[config.mk]
export PLATFORM = sky130hd
export DESIGN_NAME = jspi_bridge
export DESIGN_NICKNAME = d
export VERILOG_FILES = /design/src/rtl/jspi_pkg.sv /design/src/rtl/jspi_frame_ctl.sv /design/src/rtl/jspi_spi_phy.sv /design/src/rtl/jspi_bridge.sv
export SDC_FILE = /design/constraint.sdc
export NUM_CORES = 1
export LEC_CHECK = 0
export ABC_AREA = 0
export BUFFER_PORTS_ARGS = -buffer_cell sky130_fd_sc_hd__buf_2
export CAP_MARGIN = 25
export CORE_MARGIN = 5
export CORE_UTILIZATION = 35
export CTS_CLUSTER_DIAMETER = 150
export CTS_CLUSTER_SIZE = 14
export DETAILED_ROUTE_END_ITERATION = 10
export GPL_TIMING_DRIVEN = 0
export PLACE_DENSITY = 0.61
export RECOVER_POWER = 25
export SETUP_SLACK_MARGIN = 0.15
export SLEW_MARGIN = 20
export SYNTH_ARGS = -nofsm -noshare
export SYNTH_HDL_FRONTEND = slang
export SYNTH_SLANG_ARGS = --single-unit
[constraint.sdc]
create_clock -name tck -period 3.9 [get_ports tck]
set_input_delay 0.78 -clock tck [delete_from_list [all_inputs] [get_ports tck]]
set_output_delay 0.78 -clock tck [all_outputs]
set_load 0.02 [all_outputs]
[src/rtl/jspi_pkg.sv]
package jspi_pkg;
  // Frame parser phases; order carries no meaning beyond the names
  typedef enum logic [1:0] {
    ST_HUNT = 2'd0,   // waiting for the first 1 bit
    ST_HDR  = 2'd1,   // collecting the length field
    ST_XFER = 2'd2,   // passing payload bits to the flash
    ST_DONE = 2'd3    // payload finished, rest of scan ignored
  } jspi_state_e;

  localparam int unsigned JSPI_LEN_W = 32;
endpackage

[src/rtl/jspi_frame_ctl.sv]
module jspi_frame_ctl
  import jspi_pkg::*;
#(
  parameter int unsigned LEN_W = JSPI_LEN_W
) (
  input  logic        clk,
  input  logic        rst,
  input  logic        live,     // sel and shift both high
  input  logic        tdi,
  output jspi_state_e state_o,
  output logic        go_o,     // one payload bit captured this edge
  output logic        bit_o     // the payload bit to launch
);
  localparam int unsigned HCNT_W = (LEN_W > 1) ? $clog2(LEN_W) : 1;
  localparam logic [HCNT_W-1:0] HCNT_LAST = HCNT_W'(LEN_W - 1);
  localparam logic [LEN_W-1:0]  ONE       = LEN_W'(1);

  jspi_state_e       state_q;
  logic [HCNT_W-1:0] hcnt_q;
  logic [LEN_W-1:0]  cnt_q;      // header shifter, then remaining-bit counter
  logic [LEN_W-1:0]  hdr_next;
  logic              go_q;
  logic              bit_q;

  always_comb begin
    hdr_next = {cnt_q[LEN_W-2:0], tdi};
  end

  always_ff @(posedge clk) begin
    if (rst) begin
      state_q <= ST_HUNT;
      hcnt_q  <= '0;
      cnt_q   <= '0;
      go_q    <= 1'b0;
      bit_q   <= 1'b0;
    end else begin
      go_q <= 1'b0;
      if (!live) begin
        state_q <= ST_HUNT;
      end else begin
        unique case (state_q)
          ST_HUNT: begin
            if (tdi) begin
              state_q <= ST_HDR;
              hcnt_q  <= '0;
              cnt_q   <= '0;
            end
          end
          ST_HDR: begin
            cnt_q  <= hdr_next;
            hcnt_q <= hcnt_q + 1'b1;
            if (hcnt_q == HCNT_LAST) begin
              state_q <= (hdr_next == '0) ? ST_DONE : ST_XFER;
            end
          end
          ST_XFER: begin
            go_q  <= 1'b1;
            bit_q <= tdi;
            cnt_q <= cnt_q - 1'b1;
            if (cnt_q == ONE) state_q <= ST_DONE;
          end
          default: ;
        endcase
      end
    end
  end

  assign state_o = state_q;
  assign go_o    = go_q;
  assign bit_o   = bit_q;
endmodule

[src/rtl/jspi_spi_phy.sv]
module jspi_spi_phy (
  input  logic clk,
  input  logic rst,
  input  logic go_i,
  input  logic bit_i,
  input  logic miso,
  output logic sclk,
  output logic mosi,
  output logic cs_n,
  output logic tdo
);
  logic en_q;     // changes only while clk is low, so the gate cannot glitch
  logic mosi_q;
  logic cs_n_q;
  logic tdo_q;

  // Falling-edge launch stage: chip select, data and clock enable
  always_ff @(negedge clk) begin
    if (rst) begin
      en_q   <= 1'b0;
      cs_n_q <= 1'b1;
      mosi_q <= 1'b0;
    end else begin
      en_q   <= go_i;
      cs_n_q <= ~go_i;
      if (go_i) mosi_q <= bit_i;
    end
  end

  // Rising-edge capture of the flash reply
  always_ff @(posedge clk) begin
    if (rst) tdo_q <= 1'b0;
    else     tdo_q <= en_q ? miso : 1'b0;
  end

  assign sclk = clk & en_q;
  assign mosi = mosi_q;
  assign cs_n = cs_n_q;
  assign tdo  = tdo_q;
endmodule

[src/rtl/jspi_bridge.sv]
module jspi_bridge
  import jspi_pkg::*;
#(
  parameter int unsigned LEN_W = JSPI_LEN_W
) (
  input  logic tck,
  input  logic rst,
  input  logic sel,
  input  logic shift,
  input  logic tdi,
  input  logic miso,
  output logic tdo,
  output logic sclk,
  output logic mosi,
  output logic cs_n
);
  jspi_state_e st;
  logic        go;
  logic        pbit;
  logic        live;

  assign live = sel & shift;

  jspi_frame_ctl #(.LEN_W(LEN_W)) u_ctl (
    .clk     (tck),
    .rst     (rst),
    .live    (live),
    .tdi     (tdi),
    .state_o (st),
    .go_o    (go),
    .bit_o   (pbit)
  );

  jspi_spi_phy u_phy (
    .clk  (tck),
    .rst  (rst),
    .go_i (go),
    .bit_i(pbit),
    .miso (miso),
    .sclk (sclk),
    .mosi (mosi),
    .cs_n (cs_n),
    .tdo  (tdo)
  );
endmodule

# Word-level counts from Yosys, hierarchy flattened
# Index checks and enable logic that the tools add are counted.
totals:
  reg_bits: 45
  input_bits: 6
  elab_cells: 43
classes:
  n_reduce_logical: 10
  add_sub_neg: 2
  muxes: 10
  eq_ne: 7
  n_bitwise: 5
ops:
  columns: ["op", "count"]
  rows:
  - ["32-bit case mux with 3 select lines", 1]
  - ["32-bit by 1-bit == test with 1-bit output (second input constant)", 1]
  - ["32-bit zero test", 1]
  - ["32-bit 2-to-1 mux", 1]
  - ["32-bit by 1-bit subtractor with 32-bit output (second input constant)", 1]
  - ["5-bit case mux with 2 select lines", 1]
  - ["2-bit 2-to-1 mux", 3]
  - ["2-bit case mux with 3 select lines", 1]
  - ["3-bit AND reduction", 2]
  - ["5-bit by 1-bit adder with 5-bit output (second input constant)", 1]
  - ["5-bit == test (second input constant)", 1]
  - ["5-bit 2-to-1 mux", 1]
  - ["2-bit by 1-bit != test with 1-bit output (second input constant)", 2]
  - ["4-bit AND reduction", 1]
  - ["2-bit OR reduction", 2]
  - ["1-bit NOT", 3]
  - ["3-bit nonzero test", 1]
  - ["1-bit AND", 2]
  - ["2-bit by 1-bit == test with 1-bit output (second input constant)", 1]
  - ["2-bit == test (second input constant)", 1]
  - ["2-bit zero test", 1]
  - ["1-bit 2-to-1 mux", 2]
  - ["2-bit != test (second input constant)", 1]
  - ["2-bit AND reduction", 1]
  - ["2-bit nonzero test", 1]

# Logic depth before layout (Yosys ltp)
logic_depth:
  word_depth: 4
  mapped_depth: 10
  ltp_nobuf: 8

# Modules after synthesis
# A second synthesis with hierarchy kept.
hier_totals:
  hier_cells: 347
  hier_area_um2: 2731.4
by_module_without_submodules:
  columns: ["mod", "area_each_um2", "cells_each", "instances", "seq_area_each_um2"]
  rows:
  - ["jspi_frame_ctl", 2603.7, 334, 1, 820.8]
  - ["jspi_spi_phy", 121.4, 12, 1, 80.1]
  - ["jspi_bridge", 6.3, 1, 1, 0.0]

==> metrics.md <==
| Metric | Value |
|---|---|
| Outcome | completed |
| Power Dens Cells | 287 nW/um2 |
| Final Wtd Congestion | 0.889 |
| Dpl ws | -0.280 ns |
| P_leak | 1.32 nW |
| Delay-heaviest family, CP | flip-flops |
| Number of synthesized register bits | 45 |
| Die width | roughly 100 um |
| Nets | 419 |
| Clk_skew | 0.0847 ns |
| Post-synth top flop | dfxtp_1 |
| Final setup vio count | 0 |
| Slew headroom | 53.0% |
| Drt drc | 0 |
| Sequential-to-total area share from yosys stat | 29.8% |
| Starting DRT DRC Count | 328 |
| FF+latch area | roughly 900 um2 |
| Mapped Nets | 398 |
| Floorplan row count | 33 |
| Pin count of the biggest net entering global routing | 14 |
| # IOs | 10 |
| Max Slew Vio Count | 0 |
| Post-DP HPWL | 6120 um |
| Cell with the most instances after synthesis | dfxtp_1 |
| Starting density of the core | between 30% and 40% |
| Area leader, netlist | dfxtp_1 |
| Critical-path cell list | and2_4 > buf_6 |
| CTS tree | done |
| Max-cap violations | 0 |
| Final Power | 0.963 mW |
| Met1 GRT Util | 24.2% |
| Initial antenna violation count | 0 |
| Post-CTS Hold Fix Bufs | 0 |
| Clk Latency, worst-skew pair | between 0.4 and 0.5 ns |
| Vias per cell | 6.00 |
| Synth top area cells | dfxtp_1 (30%), nor2_1 (4.4%), nand2_1 (4.2%) |
| Synth top area share | slightly below 30% |
| Drt first pass iters | 4 |
| Vias in the first global route | between 2k and 3k |
| Gr busiest metal | met2 |
| CP required | ~3.1 ns |
| Final ANT Viol Nets | 0 |
| Async SR Flop Fraction | 0% |
| Total Wirelength | 8880 um |
| Largest stage delay, worst path | roughly 0.3 ns |
| VDD IR-drop max | 0.000119 V |
| Via Count | around 3.1k |
| Top post-synthesis cells by count | dfxtp_1 (45), nor2_1 (35), nand2_1 (34), a21oi_1 (23) |
| Crit. End Element | output pin |
| Post-Syn Area | 3020 um2 |
| ANT cells | 0 |
| Core area | a little over 8000 um2 |
| Die Y | 103 um |
| Wire per inst | 17.4 um |
| Worst setup margin | between 0.1 and 0.15 ns |
| First-pass GRT wire length | 14600 um |
| CP max-delay cell | dfxtp_2 |
| Hold slack | roughly 0.50 ns |
| Setup tns final | 0 ns |
| Clock transition at path regs | 0.04 ns |
| RSZ-0062 raised after global routing | true |
| GRT Util Overall | 17.6% |
| Global route overflow | 0 |
| Met2 usage | approximately 27% |
| Avg Cell Area, Syn | ~7.9 um2 |
| CP Buf/Inv Count | 1 |
| Post-synth EDFFs | 0 |
| Tightest Hold Check Type | reg -> reg |
| Worst-Margin Slew | 0.700 ns |
| Area grow syn2layout | 11.2% |
| Synth cell types | 63 |
| Area of the multi-input gates | 1860 um2 |
| Die area | 10600 um2 |
| Post-CTS setup buffers | 0 |
| Crit path DAT | slightly below 3 ns |
| Worst-path maximum fanout | 2 |
| Yosys warns | 0 |
| Share of cells above drive strength 1 | approximately 11% |
| Type of the worst setup path | reg -> out |
| Input/output buffers | 8 |
| Critical Path Start Type | register |
| Met3 usage | 3.59% |
| Gate Count Post-Synth | between 300 and 400 |
| Fillcell total | about 880 |
| Final hold vios | 0 |
-- routing by layer --
metal  routed length, um  up-vias
met5                   0        -
met4                 179        0
met3                 557       20
met2                4090      129
met1                4050     1450
li1                    -     1465
-- worst paths after layout --
path / start / to / slack (ns) / depth (start not counted)
min reg2reg: u_phy.mosi / u_phy.mosi / 0.50 / 2
min: u_phy.mosi / u_phy.mosi / 0.50 / 2
max: u_phy.en_q / sclk / 0.14 / 2
max reg2reg: u_ctl.state_o[0] / u_ctl.cnt_q[8] / 1.28 / 9
-- through the flow --
step	cells	util [%]	cell area [um2]
after floorplan	384	-	3020
after global placement	497	38.4	3190
after detailed placement	497	38.4	3190
after CTS	510	40.5	3360
after global routing	511	40.5	3360
final	511	40.5	3360
-- area by class of cell --
cell class                 count  share of cell area, %
inverter                      13                   1.45
multi-input combinational    289                   55.4
clock inverter                 3                  0.335
timing repair buffer           8                   1.15
buffer                        36                   5.96
tap                          105                   3.91
clock buffer                  12                   4.88
sequential                    45                   26.9
-- state kept, by name, summed over array words and instances, names as in the netlist --
register,count
u_ctl.cnt_q,32
u_ctl.hcnt_q,5
u_ctl.state_o,2
u_ctl.bit_o,1
u_ctl.go_o,1
u_phy.cs_n,1
u_phy.en_q,1
u_phy.mosi,1
u_phy.tdo,1
-- power breakdown --
part,internal [mW],total (mW),leakage (nW),switching [mW]
clock network,0.253,0.442,0.105,0.190
logic,0.0170,0.0604,0.849,0.0434
registers,0.460,0.461,0.363,0.000728
total,0.729,0.963,1.32,0.234
-- what timing repair did --
item | 4_1_cts | 5_1_grt
setup endpoints to repair | 2 | 2
gates cloned | 0 | 0
gates resized for setup | 3 | 1
-- tightest hold or removal path, stage by stage (launching register included) --
cell	delay, ns
dfxtp_1	0.32
mux2i_1	0.07
nor2_1	0.08
-- kinds of logic after synthesis --
kind of cell / after synthesis / synth area share (%)
AND/OR/NAND/NOR: 155 / 28.4
buffers and inverters: 50 / 8.41
XOR/XNOR: 8 / 2.32
multiplexers: 8 / 2.74
flip-flops: 45 / 29.8
adder cells (fa/ha/maj): 8 / 3.32
AO/OA/AOI/OAI: 110 / 25.0
-- placed cells by master, fill, tap and decap left out, types with 7 or more instances in the layout --
cell / n
a21oi_1: 23
dfxtp_1: 44
inv_1: 15
nor3_1: 17
and3_1: 7
nand3_1: 13
nor4_1: 11
clkbuf_1: 23
a21o_1: 13
clkbuf_8: 11
ha_1: 8
nand2_1: 34
nor2_1: 35
a22oi_1: 13
o21ai_0: 20
nand4_1: 7
buf_2: 10
(Power assumes the default switching activity.)
